<file path="config.mk">
export PLATFORM = sky130hd
export DESIGN_NAME = alarm_cmp
export DESIGN_NICKNAME = d
export VERILOG_FILES = /design/src/rtl/alarm_cmp_pkg.sv /design/src/rtl/alarm_fld_decode.sv /design/src/rtl/alarm_fld_match.sv /design/src/rtl/alarm_cmp.sv
export SDC_FILE = /design/constraint.sdc
export NUM_CORES = 1
export LEC_CHECK = 0
export BUFFER_PORTS_ARGS = -buffer_cell sky130_fd_sc_hd__buf_2
export CORE_ASPECT_RATIO = 0.7
export CORE_MARGIN = 2
export CORE_UTILIZATION = 40
export CTS_BUF_LIST = sky130_fd_sc_hd__clkbuf_8
export CTS_CLUSTER_SIZE = 30
export DETAILED_ROUTE_END_ITERATION = 10
export MAX_ROUTING_LAYER = met4
export SLEW_MARGIN = 40
export SYNTH_ARGS = -nofsm -noshare
export SYNTH_HDL_FRONTEND = slang
export SYNTH_SLANG_ARGS = --single-unit
</file>
<file path="constraint.sdc">
create_clock -name clk -period 0.8 [get_ports clk]
set_input_delay 0.08 -clock clk [delete_from_list [all_inputs] [get_ports clk]]
set_output_delay 0.08 -clock clk [all_outputs]
set_load 0.005 [all_outputs]
</file>
<file path="src/rtl/alarm_cmp_pkg.sv">
package alarm_cmp_pkg;

   typedef enum logic [1:0] {
      FLD_SEC  = 2'd0,
      FLD_MIN  = 2'd1,
      FLD_HOUR = 2'd2
   } fld_kind_e;

   typedef struct packed {
      logic       wild;
      logic [7:0] val;
   } fld_norm_t;

   // Decimal weight of a two-nibble byte: ten per upper nibble plus lower nibble.
   function automatic logic [7:0] nib_to_bin(input logic [7:0] b);
      return ({4'd0, b[7:4]} * 8'd10) + {4'd0, b[3:0]};
   endfunction

endpackage

</file>
<file path="src/rtl/alarm_fld_decode.sv">
module alarm_fld_decode
   import alarm_cmp_pkg::*;
#(
   parameter int            DATA_W     = 8,
   parameter fld_kind_e     KIND       = FLD_SEC,
   parameter bit            ALLOW_WILD = 1'b1,
   parameter logic [1:0]    WILD_CODE  = 2'b11
) (
   input  logic [DATA_W-1:0] raw,
   input  logic              bin_mode,
   input  logic              hr24,
   output fld_norm_t         norm
);

   localparam int TOP = DATA_W - 1;

   if (DATA_W != 8) begin : g_bad_width
      $error("alarm_fld_decode: DATA_W must be 8");
   end

   logic       wild;
   logic [7:0] dec;

   // Wildcard detection is a build-time option.
   if (ALLOW_WILD) begin : g_wild
      assign wild = (raw[TOP -: 2] == WILD_CODE);
   end else begin : g_nowild
      assign wild = 1'b0;
   end

   if (KIND == FLD_HOUR) begin : g_hour
      logic [7:0] body;
      logic [7:0] base;
      always_comb begin
         body = hr24 ? raw : {1'b0, raw[6:0]};
         base = bin_mode ? body : nib_to_bin(body);
         if (hr24) begin
            dec = base;
         end else begin
            dec = (base % 8'd12) + (raw[TOP] ? 8'd12 : 8'd0);
         end
      end
   end else begin : g_plain
      always_comb begin
         dec = bin_mode ? raw : nib_to_bin(raw);
      end
   end

   assign norm.wild = wild;
   assign norm.val  = dec;

endmodule

</file>
<file path="src/rtl/alarm_fld_match.sv">
module alarm_fld_match
   import alarm_cmp_pkg::*;
(
   input  fld_norm_t alm,
   input  fld_norm_t cur,
   output logic      hit
);

   logic same;

   always_comb begin
      same = (alm.val == cur.val) && !cur.wild;
      hit  = alm.wild || same;
   end

endmodule

</file>
<file path="src/rtl/alarm_cmp.sv">
module alarm_cmp
   import alarm_cmp_pkg::*;
#(
   parameter int         DATA_W    = 8,
   parameter int         NUM_FLD   = 3,
   parameter logic [1:0] WILD_CODE = 2'b11
) (
   input  logic              clk,
   input  logic              rst_n,
   input  logic              bin_mode,
   input  logic              hr24,
   input  logic              div_hold,
   input  logic              upd_done,
   input  logic [DATA_W-1:0] cur_sec,
   input  logic [DATA_W-1:0] cur_min,
   input  logic [DATA_W-1:0] cur_hour,
   input  logic [DATA_W-1:0] alm_sec,
   input  logic [DATA_W-1:0] alm_min,
   input  logic [DATA_W-1:0] alm_hour,
   output logic              alarm_evt
);

   localparam int HOUR_IDX = NUM_FLD - 1;

   if (NUM_FLD != 3) begin : g_bad_count
      $error("alarm_cmp: NUM_FLD must be 3 (sec, min, hour)");
   end
   if (DATA_W != 8) begin : g_bad_width
      $error("alarm_cmp: DATA_W must be 8");
   end

   logic [DATA_W-1:0] cur_raw [NUM_FLD];
   logic [DATA_W-1:0] alm_raw [NUM_FLD];
   fld_norm_t         cur_n   [NUM_FLD];
   fld_norm_t         alm_n   [NUM_FLD];
   logic [NUM_FLD-1:0] hit;

   assign cur_raw[0] = cur_sec;
   assign cur_raw[1] = cur_min;
   assign cur_raw[2] = cur_hour;
   assign alm_raw[0] = alm_sec;
   assign alm_raw[1] = alm_min;
   assign alm_raw[2] = alm_hour;

   for (genvar i = 0; i < NUM_FLD; i++) begin : g_fld
      localparam fld_kind_e K = (i == HOUR_IDX) ? FLD_HOUR :
                                (i == 1)        ? FLD_MIN  : FLD_SEC;

      alarm_fld_decode #(
         .DATA_W     (DATA_W),
         .KIND       (K),
         .ALLOW_WILD (1'b0),
         .WILD_CODE  (WILD_CODE)
      ) u_cur (
         .raw      (cur_raw[i]),
         .bin_mode (bin_mode),
         .hr24     (hr24),
         .norm     (cur_n[i])
      );

      alarm_fld_decode #(
         .DATA_W     (DATA_W),
         .KIND       (K),
         .ALLOW_WILD (1'b1),
         .WILD_CODE  (WILD_CODE)
      ) u_alm (
         .raw      (alm_raw[i]),
         .bin_mode (bin_mode),
         .hr24     (hr24),
         .norm     (alm_n[i])
      );

      alarm_fld_match u_match (
         .alm (alm_n[i]),
         .cur (cur_n[i]),
         .hit (hit[i])
      );
   end

   logic fire;
   assign fire = upd_done && !div_hold && (&hit);

   always_ff @(posedge clk or negedge rst_n) begin
      if (!rst_n) begin
         alarm_evt <= 1'b0;
      end else begin
         alarm_evt <= fire;
      end
   end

endmodule

</file>
### Word-level counts from Yosys, hierarchy flattened

Cells that the tools add are included.

* register bits after elaboration: 1
* input port bits: 54
* output and inout bits: 1
* logic and storage cells: 42

* $add $sub $neg: 8
* multipliers: 6
* div/mod/pow operators: 2
* equal/unequal tests: 6
* muxes and demuxes: 12
* reduce and logical (&&, ||, !) cells: 7

Operator list (number)
* 8-bit 2-to-1 mux: 10
* 8-bit by 4-bit adder with 8-bit output: 6
* 4-bit by 3-bit multiplier with 7-bit output (second input constant): 6
* 8-bit equality test: 3
* 8-bit adder: 2
* 8-bit by 4-bit modulo with 8-bit output (second input constant): 2
* 4-bit 2-to-1 mux: 2
* 2-bit equality test (second input constant): 3
* 1-bit logical OR: 3
* 3-bit AND reduction: 1
* 1-bit logical AND: 2
* 1-bit logical NOT: 1

### Longest topological paths before layout

Gate-level depths: netlist (run 1).

* depth after elaboration: 11
* depth in mapped cells: 20
* mapped depth without buffers: 20

### By module

Synthesis (run 1) repeated with hierarchy kept, for this count alone.

* cells, all modules: 464
* area total of the unflattened synthesis: 3517.1 µm²

By module, submodules not included
* alarm_fld_decode (g_fld[2].u_alm): instances 1, cells an instance 117, area each 934.6 µm², seq. area each 0.0 µm²
* alarm_fld_decode (g_fld[2].u_cur): instances 1, cells an instance 124, area each 838.3 µm², seq. area each 0.0 µm²
* alarm_fld_decode (g_fld[0].u_alm ...): instances 2, cells an instance 46, area each 356.6 µm², seq. area each 0.0 µm²
* alarm_fld_decode (g_fld[0].u_cur ...): instances 2, cells an instance 46, area each 354.1 µm², seq. area each 0.0 µm²
* alarm_fld_match: instances 3, cells an instance 12, area each 93.8 µm², seq. area each 0.0 µm²
* alarm_cmp: instances 1, cells an instance 3, area each 41.3 µm², seq. area each 25.0 µm²

### Least setup slack after synthesis (run 1)

Ideal clock, no wire load.

* path type: input to register
* start: input hr24
* end: register alarm_evt
* setup time: 94 ps
* arrival time: 3979 ps
* required time: 706 ps
* slack: -3273 ps
* cell stages on the path: 20
* path buffers: 0
* cells stage by stage: nand2_2 -> xnor2_1 -> ha_1 -> inv_1 -> fa_1 -> nand2b_1 -> or2_1 -> and3_2 -> a21o_2 -> nand2_1 -> o32ai_1 -> a211o_1 -> a221o_1 -> ha_1 -> fa_1 -> xnor2_1 -> o221ai_1 -> nor4_1 -> nand4_1 -> a211oi_1

* longest elaborated chain between the ends: 11
* elaborated cells between the ends (all ways): 18
* those cells by class: add/sub (4); mul (2); div (2); eq/ne (1); mux (6); reduce/logical (3)

RTL lines
* start: declaration: line alarm_cmp.sv:11 `input logic hr24,`
* 8-bit 2-to-1 mux: line alarm_fld_decode.sv:35 `body = hr24 ? raw : {1'b0, raw[6:0]};`
* 4-bit by 3-bit multiplier with 7-bit output: line alarm_cmp_pkg.sv:16 `return ({4'd0, b[7:4]} * 8'd10) + {4'd0, b[3:0]};`
* 8-bit by 4-bit adder with 8-bit output: line alarm_cmp_pkg.sv:16
* 8-bit 2-to-1 mux: line alarm_fld_decode.sv:36 `base = bin_mode ? body : nib_to_bin(body);`
* 8-bit by 4-bit modulo with 8-bit output: line alarm_fld_decode.sv:40 `dec = (base % 8'd12) + (raw[TOP] ? 8'd12 : 8'd0);`
* 8-bit adder: line alarm_fld_decode.sv:40
* 8-bit 2-to-1 mux: line alarm_fld_decode.sv:37 `if (hr24) begin`
* 8-bit equality test *: line alarm_fld_match.sv:12 `same = (alm.val == cur.val) && !cur.wild;`
* 1-bit logical OR *: line alarm_fld_match.sv:13 `hit = alm.wild || same;`
* 3-bit AND reduction *: line alarm_cmp.sv:81 `assign fire = upd_done && !div_hold && (&hit);`
* 1-bit logical AND *: line alarm_cmp.sv:81
* via fire: line alarm_cmp.sv:80 `logic fire;`
* end signal: assignment: line alarm_cmp.sv:87 `alarm_evt <= fire;`
* end: declaration: line alarm_cmp.sv:20 `output logic alarm_evt`

Mark *: on every way through the listed nets, which the timed path passes. The rest lies on a longest branch.

### Worst setup path in the final report (run 1)

* start: input alm_hour[7]
* end: register alarm_evt

* longest elaborated chain between the ends: 11
* elaborated cells between the ends (all ways): 13
* those cells by class: add/sub (2); mul (1); div (1); eq/ne (2); mux (4); reduce/logical (3)

RTL lines
* start: declaration: line alarm_cmp.sv:19 `input logic [DATA_W-1:0] alm_hour,`
* 8-bit 2-to-1 mux: line alarm_fld_decode.sv:35
* 4-bit by 3-bit multiplier with 7-bit output: line alarm_cmp_pkg.sv:16
* 8-bit by 4-bit adder with 8-bit output: line alarm_cmp_pkg.sv:16
* 8-bit 2-to-1 mux: line alarm_fld_decode.sv:36
* 8-bit by 4-bit modulo with 8-bit output: line alarm_fld_decode.sv:40
* 8-bit adder: line alarm_fld_decode.sv:40
* 8-bit 2-to-1 mux: line alarm_fld_decode.sv:37
* 8-bit equality test: line alarm_fld_match.sv:12
* 1-bit logical OR *: line alarm_fld_match.sv:13
* 3-bit AND reduction *: line alarm_cmp.sv:81
* 1-bit logical AND *: line alarm_cmp.sv:81
* via fire: line alarm_cmp.sv:80

Marked as above.

==> key figures, run 1 <==
Detailed routing
  – DRC errors left: 0
  – Wire length per cell: 14.9 um
  – Post-route antenna net violation count: 0
  – Via density: 5.31
  – Via count: 3620
  – WL final: 10100 um
  – DRT Pass-1 Iters: 7
  – Iter 0 DRT Violations: 158

Layout
  – Biggest registers after layout: alarm_evt x1
  – Multi-input combinational cell area: 3180 um^2
  – Layout cells sized above 1: 0.414
  – Sequential Area: 25.0 um^2
  – Post-layout util: 0.645
  – Final nets: 696
  – Commonest non-fill, non-tap cell in the layout: buf_4
  – Antenna fix cells: 0
  – Fillers: 658
  – Largest register FFs: 1
  – Largest Register: alarm_evt
  – Commonest cells after routing, fill and taps aside: 137 x buf_4, 52 x buf_2, 39 x ha_1, 38 x xnor2_1, 26 x xor2_1
  – Area delta synth->final: 53.2%

Worst setup path
  – CP Data Arrival Time: 4.08 ns
  – Critical Path RT: 0.71 ns
  – Element type at the critical path end: flop
  – Setup CP Type: in2reg
  – Critical Path Source: alm_hour[7]
  – CP max FO: 3
  – Crit path launch type: input port

Logic synthesis
  – Sequential fraction of the synthesis area: 0.00802
  – Main combinational cell family by area after synthesis: adder cells
  – Top cells by area, synth: ha_1 17%, xnor2_1 12%, fa_1 9.0%, xor2_1 7.3%, o21ai_0 3.7%
  – Post-Synth Simple-Gate Area: 0.203
  – Syn_nets: 507
  – Post-Synth Adder-Cell Area: 0.258
  – Synth Area in XOR/XNOR: 0.193
  – Synth cell types: 67
  – Area leader, netlist: ha_1
  – Ys Warns: 0
  – Post-synth EDFFs: 0
  – Syn avg cell area: 7.86 um^2
  – #FFs+latches synth: 1
  – Dominant synthesized flop cell: dfrtp_1
  – Post-synth ARST share: 1.00
  – Post-synthesis cell area: 3120 um^2
  – Synth top area share: 0.168
  – Post-synthesis mux area share: 0.0341
  – Post-Synthesis Cells: 397
  – Compound-Gate Fraction of Synth Area: 0.255

Timing
  – Final period util: 5.22
  – Worst-Margin Slew: 0.616 ns
  – Unrepaired setup endpoints after global routing: yes
  – Setup violations, final: 1
  – Fin Setup TNS: -3.38 ns
  – F_max: 239 MHz
  – Slew Limit Headroom: 0.585
  – Worst Setup Slack, final: -3.38 ns
  – Minimum clock period: 4.18 ns
  – Final hold viol count: 0
  – Max-slew violations: 0

Floorplan
  – Cell Rows: 26
  – Number of I/O pins: 55
  – Core Region: 7420 um^2
  – Die ar.: 8540 um^2
  – Die Width: 110 um
  – Starting density of the core: 0.421
  – Die Y-Extent: 77.9 um

Global route
  – First-pass GRT wire length: 16700 um
  – Largest net degree at the start of global routing: 21
  – Vias in the first global route: 3675
  – Overall global routing resource usage: 0.242
  – Total gr overflow: 0
  – Initial antenna violation count: 0

Clock tree
  – Clock Pin Slew Worst Setup and Hold Paths: 0 ns

Status
  – Outcome: finished, violations left
  – Failing checks: negative setup slack

Power
  – Clock power frac: 0
  – Power Density: 1000 nW/um^2
  – Int Power: 2.47 mW
  – Sw Share: 0.484
  – Lkg Pwr: 2.30 nW
  – Combinational share of power: 0.989
  – Register share of total power: 0.011
  – Peak supply drop: 0.429 mV
  – Net Sw Power: 2.32 mW

Placed design
  – Total of buffers placed on input and output ports: 54
  – Gpl congestion: 0.948
  – Post-DP HPWL: 8580 um

Hold path
  – Class of the worst hold path: in2async

Job
  – Max-cap check violation count: 0
through the flow:
stage | power [mW] | hold slack (ns) | setup WS [ns] | instances | instance area, um^2
after floorplan | 2.64 | -0.216 | -3.10 | 397 | 3180
after global placement | 4.31 | -0.136 | -3.38 | 678 | 4550
after global routing | 5.23 | 0.434 | -3.56 | 682 | 4780
after CTS | 4.57 | 0.411 | -3.45 | 681 | 4680
after detailed placement | 4.38 | -0.132 | -3.55 | 678 | 4550
final | 4.79 | 0.408 | -3.38 | 682 | 4780
logic make-up (layout without fill, tap and decap cells):
group / Yosys count / after routing
flip-flops: 1 / 1
multiplexers: 9 / 9
XOR/XNOR: 68 / 68
AO/OA/AOI/OAI: 113 / 113
adder cells (fa/ha/maj): 56 / 56
AND/OR/NAND/NOR: 117 / 117
buffers and inverters: 33 / 220
worst max-delay path: stages:
cell and delay (ns):
buf_8 0.09, nand2_8 0.06, xnor2_4 0.17, ha_4 0.15, inv_2 0.03, fa_1 0.49
nand2b_4 0.17, or2_4 0.28, and3_4 0.17, a21o_4 0.19, nand2_2 0.06, o32ai_2 0.08
a211o_1 0.28, a221o_1 0.30, ha_2 0.18, fa_2 0.35, xnor2_2 0.16, o221ai_2 0.16
nor4_2 0.31, a21oi_1 0.09, a211oi_2 0.23
final cells by class:
type,count,share of cell area
Inverter,26,0.0204
Multi-Input combinational cell,363,0.664
Sequential cell,1,0.00523
Tap cell,98,0.0256
Timing Repair Buffer,194,0.284
power by group through the flow:
stage | Combinational (mW) | Clock [mW] | Sequential, mW
3_5_place_dp | 4.33 | 0 | 0.0519
5_1_grt | 5.18 | 0 | 0.0519
2_1_floorplan | 2.58 | 0 | 0.0519
4_1_cts | 4.52 | 0 | 0.0519
3_3_place_gp | 4.25 | 0 | 0.0519
6_report | 4.74 | 0 | 0.0519
cell usage after synthesis, types with 3 or more instances:
library cell / n
ha_1: 42
xnor2_1: 41
inv_1: 26
xor2_1: 26
nand2_1: 25
o21ai_0: 23
nor2_1: 18
fa_1: 14
nand3_1: 14
a21oi_1: 13
nor3_1: 10
a21o_1: 9
nand2b_1: 6
nand4_1: 6
nor2b_1: 6
o2111ai_1: 6
o21a_1: 6
o22ai_1: 6
a211o_1: 5
a31oi_1: 5
mux2i_1: 5
nor4_1: 5
o211ai_1: 5
a211oi_1: 4
nor3b_1: 4
a21o_2: 3
a22oi_1: 3
and3_1: 3
mux2_2: 3
nand3b_1: 3
or2_2: 3
or3_1: 3
routing by layer:
layer | part of all wire | track usage
met1 | 0.48 | 0.338
met2 | 0.47 | 0.410
met3 | 0.049 | 0.00840
met4 | 0.0043 | 0.0114
met5 | 0 | -
worst paths after layout:
kind | endpoint | cells after the start
worst min-delay path | alarm_evt | 2
max in group asynchronous | alarm_evt | 2
worst max-delay path | alarm_evt | 21
min in group clk | alarm_evt | 1
repair_timing:
action | 4_1_cts | 5_1_grt
resized for setup | 21 | 17
hold buffers | 1 | 0
endpoints found under the setup margin | 1 | 1
endpoints found under the hold margin | 1 | 0
gates cloned | 0 | 0
pin swaps | 20 | 15
buffers inserted | 2 | 1
(Power assumes the default switching activity.)
==> run 2, diff against run 1 <==
--- a/config.mk
+++ b/config.mk
@@ -8,11 +8,13 @@
 export BUFFER_PORTS_ARGS = -buffer_cell sky130_fd_sc_hd__buf_2
 export CORE_ASPECT_RATIO = 0.7
 export CORE_MARGIN = 2
-export CORE_UTILIZATION = 40
+export CORE_UTILIZATION = 49
 export CTS_BUF_LIST = sky130_fd_sc_hd__clkbuf_8
 export CTS_CLUSTER_SIZE = 30
 export DETAILED_ROUTE_END_ITERATION = 10
 export MAX_ROUTING_LAYER = met4
+export PLACE_DENSITY = 0.74
+export SKIP_LAST_GASP = 1
 export SLEW_MARGIN = 40
 export SYNTH_ARGS = -nofsm -noshare
 export SYNTH_HDL_FRONTEND = slang
==> run 2 against run 1 <==
Combinational power decreased by 6.5%. Largest power group unchanged. Via count increased by 3.0%. Hold slack got worse by 0.013 ns. Critical path type unchanged. The run still ends with negative setup slack left. Sequential power about the same. Critical path depth unchanged. Core utilization increased by 9.2 points. Cell area decreased by 4.8%. Die area decreased by 18%.
==> key figures, run 2 (synthesis results as in run 1) <==
Status
  – Outcome: finished, violations left
  – Failing checks: negative setup slack

Global route
  – Gr busiest metal: met2
  – Met1 Use GR: 0.386 (+0.0484)
  – Overall global routing resource usage: 0.287 (+0.0446)
  – GR Util met3: 0.0128 (+0.00444)
  – Total gr overflow: 0 (unchanged)
  – Initial antenna violation count: 0 (unchanged)
  – First-pass GRT wire length: 16700 um (-0.21%)
  – Fraction of met2 tracks used by global routing: 0.495 (+0.0856)
  – Vias in the first global route: 3739 (+1.7%)
  – Largest net degree at the start of global routing: 24 (+14%)

Detailed routing
  – Wire length per cell: 14.7 um (-0.99%)
  – DRC errors left: 0 (unchanged)
  – Via count: 3730 (+3.0%)
  – Via density: 5.73 (+7.9%)
  – WL final: 9590 um (-5.5%)
  – Iter 0 DRT Violations: 186 (+18%)
  – DRT Pass-1 Iters: 7 (unchanged)
  – Post-route antenna net violation count: 0 (unchanged)

Floorplan
  – Starting density of the core: 0.505 (+0.0838)
  – Cell Rows: 24 (-7.7%)
  – Die Y-Extent: 70.8 um (-9.2%)
  – Number of I/O pins: 55 (unchanged)
  – Die ar.: 7040 um^2 (-18%)
  – Die Width: 99.4 um (-9.3%)
  – Core Region: 6190 um^2 (-17%)

Worst setup path
  – CP max FO: 4 (+1)
  – Setup CP Type: in2reg
  – Element type at the critical path end: flop
  – Crit path launch type: input port
  – Critical Path RT: 0.71 ns (about the same)
  – CP Data Arrival Time: 4.14 ns (+0.06 ns)

Clock tree
  – Clock Pin Slew Worst Setup and Hold Paths: 0 ns (unchanged)

Layout
  – Biggest registers after layout: alarm_evt x1
  – Area delta synth->final: 45.9%
  – Commonest cells after routing, fill and taps aside: 129 x buf_4, 52 x buf_2, 40 x ha_1, 39 x xnor2_1
  – Fillers: 500 (-24%)
  – Largest Register: alarm_evt
  – Final nets: 685 (-1.6%)
  – Largest register FFs: 1 (unchanged)
  – Layout cells sized above 1: 0.386 (-0.0287)
  – Antenna fix cells: 0 (unchanged)
  – Commonest non-fill, non-tap cell in the layout: buf_4
  – Post-layout util: 0.736 (+0.0915)

Timing
  – Max-slew violations: 0 (unchanged)
  – Minimum clock period: 4.23 ns (+0.0549 ns)
  – Final period util: 5.29 (+0.0686)
  – F_max: 236 MHz (-1.3%)
  – Worst Setup Slack, final: -3.43 ns (-0.0549 ns)
  – Worst-Margin Slew: 0.703 ns (+0.0872 ns)
  – Fin Setup TNS: -3.43 ns (-0.0549 ns)
  – Unrepaired setup endpoints after global routing: yes
  – Slew Limit Headroom: 0.526 (-0.0588)
  – Setup violations, final: 1 (unchanged)
  – Hold Worst Slack: 0.395 ns (-0.0128 ns)
  – Final hold viol count: 0 (unchanged)

Placed design
  – Worst slack, placed: -3.53 ns (+0.0162 ns)
  – Total of buffers placed on input and output ports: 54 (unchanged)
  – Post-DP HPWL: 8430 um (-1.7%)
  – Gpl congestion: 0.956 (+0.84%)

Power
  – Peak supply drop: 0.437 mV (+1.8%)
  – Power Density: 984 nW/um^2 (-1.8%)
  – Lkg Pwr: 2.20 nW (-4.2%)
  – Tot Pwr: 4.48 mW (-6.5%)

Job
  – Max-cap check violation count: 0 (unchanged)

Hold path
  – Class of the worst hold path: in2async
-- run 2: final timing paths --
kind	startpoint	end	slack [ns]	depth (start not counted)
max	hr24	alarm_evt	-3.43	21
max in group asynchronous	rst_n	alarm_evt	0.31	2
min in group clk	alarm_evt	alarm_evt	0.53	1
min	rst_n	alarm_evt	0.40	2
-- run 2: layer usage --
layer	share of wire	wire length, um
met4	0.011	109
met5	0	0
met2	0.47	4480
met3	0.066	634
met1	0.46	4370
-- run 2: critical path: stages --
cell	delay (ns)
buf_4	0.14
nand2_8	0.07
xnor2_2	0.10
ha_2	0.19
inv_1	0.05
fa_1	0.48
nand2b_4	0.17
or2_4	0.26
and3_4	0.20
a21o_4	0.18
nand2_1	0.07
o32ai_1	0.11
a211o_1	0.27
a221o_1	0.33
ha_2	0.19
fa_2	0.33
xnor2_1	0.17
o221ai_2	0.14
nor4_2	0.28
nand4_1	0.13
a211oi_2	0.22
-- run 2: where the power goes --
| group | internal (mW) | total, mW | switching, mW |
|---|---|---|---|
| combinational | 2.24 | 4.43 | 2.19 |
| clock | 0 | 0 | 0 |
| sequential | 0.0518 | 0.0519 | 0.000165 |
| total | 2.29 | 4.48 | 2.19 |
-- run 2: area by class of cell --
cell class | count | area, um^2 | share of cell area
Tap cell | 78 | 97.6 | 0.0214
Inverter | 26 | 97.6 | 0.0214
Sequential cell | 1 | 25.0 | 0.00549
Timing Repair Buffer | 183 | 1260 | 0.276
Multi-Input combinational cell | 363 | 3080 | 0.675
-- run 2: timing repair --
item | CTS | global route
gates resized for setup | 4 | 13
hold buffers | 1 | 0
setup buffers | 1 | 0
setup endpoints to repair | 1 | 1
pin swaps | 7 | 2
hold endpoints to repair | 1 | 0
-- run 2: per-stage QoR --
| step | area [um^2] | cells |
|---|---|---|
| after detailed placement | 4450 | 649 |
| after CTS | 4490 | 651 |
| after global routing | 4560 | 651 |
| after floorplan | 3180 | 397 |
| final | 4560 | 651 |
| after global placement | 4450 | 649 |
==> run 3, diff against run 2 <==
--- a/config.mk
+++ b/config.mk
@@ -5,15 +5,18 @@
 export SDC_FILE = /design/constraint.sdc
 export NUM_CORES = 1
 export LEC_CHECK = 0
+export ABC_AREA = 0
 export BUFFER_PORTS_ARGS = -buffer_cell sky130_fd_sc_hd__buf_2
+export CELL_PAD_IN_SITES_DETAIL_PLACEMENT = 0
+export CELL_PAD_IN_SITES_GLOBAL_PLACEMENT = 1
 export CORE_ASPECT_RATIO = 0.7
 export CORE_MARGIN = 2
-export CORE_UTILIZATION = 49
+export CORE_UTILIZATION = 39
 export CTS_BUF_LIST = sky130_fd_sc_hd__clkbuf_8
 export CTS_CLUSTER_SIZE = 30
 export DETAILED_ROUTE_END_ITERATION = 10
 export MAX_ROUTING_LAYER = met4
-export PLACE_DENSITY = 0.74
+export PLACE_DENSITY_LB_ADDON = 0.1
 export SKIP_LAST_GASP = 1
 export SLEW_MARGIN = 40
 export SYNTH_ARGS = -nofsm -noshare
==> run 3 against run 2 <==
Worst setup slack got worse by 0.0021 ns. Critical endpoint unchanged. Core utilization fell by 14 points. Sequential power barely moved. Highest routed layer unchanged. Maximum frequency barely moved. Sequential share of layout area barely moved. Global-route usage fell by 6.5 points. Largest power group unchanged. Cell area rose by 1.6%. Flip-flop and latch count did not move. The flow still finishes with violations (negative setup slack). Cell count rose by 4.6%.
==> key figures, run 3 (synthesis results as in run 1) <==
Floorplan
  – Number of I/O pins: 55 (unchanged)
  – Starting density of the core: 0.400 (-0.105)
  – Cell Rows: 27 (+13%)
  – Die Width: 111 um (+12%)
  – Die ar.: 8750 um^2 (+24%)
  – Core Region: 7800 um^2 (+26%)
  – Die Y-Extent: 78.9 um (+11%)

Power
  – Net Sw Power: 2.18 mW (-0.81%)
  – Register share of total power: 0.011 (about the same)
  – Peak supply drop: 0.379 mV (-13%)
  – Power Density: 978 nW/um^2 (-0.56%)
  – Sw Share: 0.480 (-0.00902)
  – Lkg Pwr: 2.25 nW (+2.3%)
  – Clock power frac: 0 (unchanged)
  – Combinational share of power: 0.989 (about the same)
  – Int Power: 2.35 mW (+2.8%)

Placed design
  – Total of buffers placed on input and output ports: 54 (unchanged)
  – Placed cell count: 680 (+4.8%)
  – Post-DP Area: 4540 um^2 (+2.0%)
  – Post-DP HPWL: 8420 um (-0.15%)
  – Gpl congestion: 0.901 (-5.7%)

Detailed routing
  – DRC errors left: 0 (unchanged)
  – Top layer in use: met4
  – Iter 0 DRT Violations: 120 (-35%)
  – Via density: 5.33 (-6.9%)
  – Post-route antenna net violation count: 0 (unchanged)
  – WL final: 9790 um (+2.0%)
  – Wire length per cell: 14.4 um (-2.5%)
  – Met1 wire length: 4880 um (+12%)
  – DRT Pass-1 Iters: 5 (-2)
  – Met2 WL: 4350 um (-2.9%)
  – Via count: 3633 (-2.6%)
  – Met3 wire len: 420 um (-34%)

Timing
  – Setup violations, final: 1 (unchanged)
  – Minimum clock period: 4.23 ns (+0.00208 ns)
  – Final period util: 5.29 (about the same)
  – Fin Setup TNS: -3.43 ns (-0.00208 ns)
  – Slew Limit Headroom: 0.580 (+0.0537)
  – Unrepaired setup endpoints after global routing: yes
  – F_max: 236 MHz (about the same)
  – Max-slew violations: 0 (unchanged)
  – Worst Setup Slack, final: -3.43 ns (-0.00208 ns)
  – Final hold viol count: 0 (unchanged)
  – Worst-Margin Slew: 0.624 ns (-0.0797 ns)

Layout
  – Antenna fix cells: 0 (unchanged)
  – Commonest cells after routing, fill and taps aside: 136 x buf_4, 52 x buf_2, 40 x ha_1, 37 x xnor2_1
  – Largest Register: alarm_evt
  – Biggest registers after layout: alarm_evt x1
  – Final nets: 692 (+1.0%)
  – Non-filler cells, final: 681 (+4.6%)
  – Final instance area: 4630 um^2 (+1.6%)
  – Layout cells sized above 1: 0.395 (+0.00914)
  – Area delta synth->final: 48.3%
  – Largest register FFs: 1 (unchanged)
  – Commonest non-fill, non-tap cell in the layout: buf_4

Global route
  – Largest net degree at the start of global routing: 19 (-21%)
  – Overall global routing resource usage: 0.222 (-0.0648)
  – Initial antenna violation count: 0 (unchanged)
  – Total gr overflow: 0 (unchanged)
  – Vias in the first global route: 3549 (-5.1%)
  – First-pass GRT wire length: 16000 um (-3.9%)

Worst setup path
  – Critical Path RT: 0.71 ns (about the same)
  – CP Data Arrival Time: 4.14 ns (about the same)
  – CP max FO: 3 (-1)
  – Element type at the critical path end: flop
  – Setup CP Type: in2reg
  – Crit path launch type: input port

Status
  – Failing checks: negative setup slack
  – Outcome: finished, violations left

Clock tree
  – Clock Pin Slew Worst Setup and Hold Paths: 0 ns (unchanged)
  – Post-CTS Repair Setup Buffers: 0 (-1)

Hold path
  – Class of the worst hold path: in2async

Job
  – Max-cap check violation count: 0 (unchanged)
## run 3: changes by cell type in the layout (fill, tap and decap cells not counted), sizes merged
cell / previous run / this run
buf: 182 / 189
## run 3: repair_timing
| action | CTS | global route |
|---|---|---|
| hold endpoints to repair | 1 | 0 |
| setup endpoints to repair | 1 | 1 |
| gates resized for setup | 3 | 12 |
| hold buffers | 1 | 0 |
| pin swaps | 4 | 2 |
## run 3: power by group through the flow
stage	Sequential (mW)	Clock, mW	Combinational (mW)
final	0.0520	0	4.48
after global routing	0.0519	0	4.92
after CTS	0.0519	0	4.35
after detailed placement	0.0519	0	4.30
after global placement	0.0519	0	4.22
after floorplan	0.0519	0	2.58
## run 3: worst paths after layout
check | start | to | cells past startpoint | slack [ns]
max in group asynchronous | rst_n | alarm_evt | 2 | 0.30
setup / recovery | alm_hour[4] | alarm_evt | 20 | -3.43
min in group clk | alarm_evt | alarm_evt | 1 | 0.55
hold / removal | rst_n | alarm_evt | 2 | 0.40
## run 3: layout make-up
class	instances	area, um^2
fill	735	3170
multi-input combinational	363	3070
timing repair buffer	190	1310
tap	101	126
inverter	26	97.6
sequential	1	25.0
## run 3: routing by layer
| layer | vias to the layer above | track usage |
|---|---|---|
| li1 | 1843 | - |
| met1 | 1686 | 0.308 |
| met4 | 0 | 0.0213 |
| met2 | 92 | 0.382 |
| met3 | 12 | 0.00382 |
| met5 | - | - |
## run 3: metrics by stage
step            util  total power [mW]  setup WS, ns  hold slack [ns]
6_report       0.593              4.53         -3.43            0.403
5_1_grt        0.593              4.97         -3.68            0.417
4_1_cts        0.585              4.40         -3.42            0.404
3_5_place_dp   0.582              4.35         -3.48           -0.130
3_3_place_gp   0.582              4.28         -3.39           -0.134
2_1_floorplan      -              2.64         -3.10           -0.216
## run 3: critical path, stage by stage
cell	delay, ns
buf_2	0.11
ha_1	0.22
ha_2	0.20
inv_1	0.06
fa_1	0.44
nand2b_4	0.16
or2_4	0.26
and3_4	0.19
a21o_4	0.18
nand2_1	0.05
o32ai_1	0.10
a211o_1	0.28
a221o_1	0.34
ha_2	0.19
fa_2	0.35
xnor2_2	0.16
o221ai_2	0.13
nor4_2	0.28
nand4_1	0.14
a211oi_2	0.22
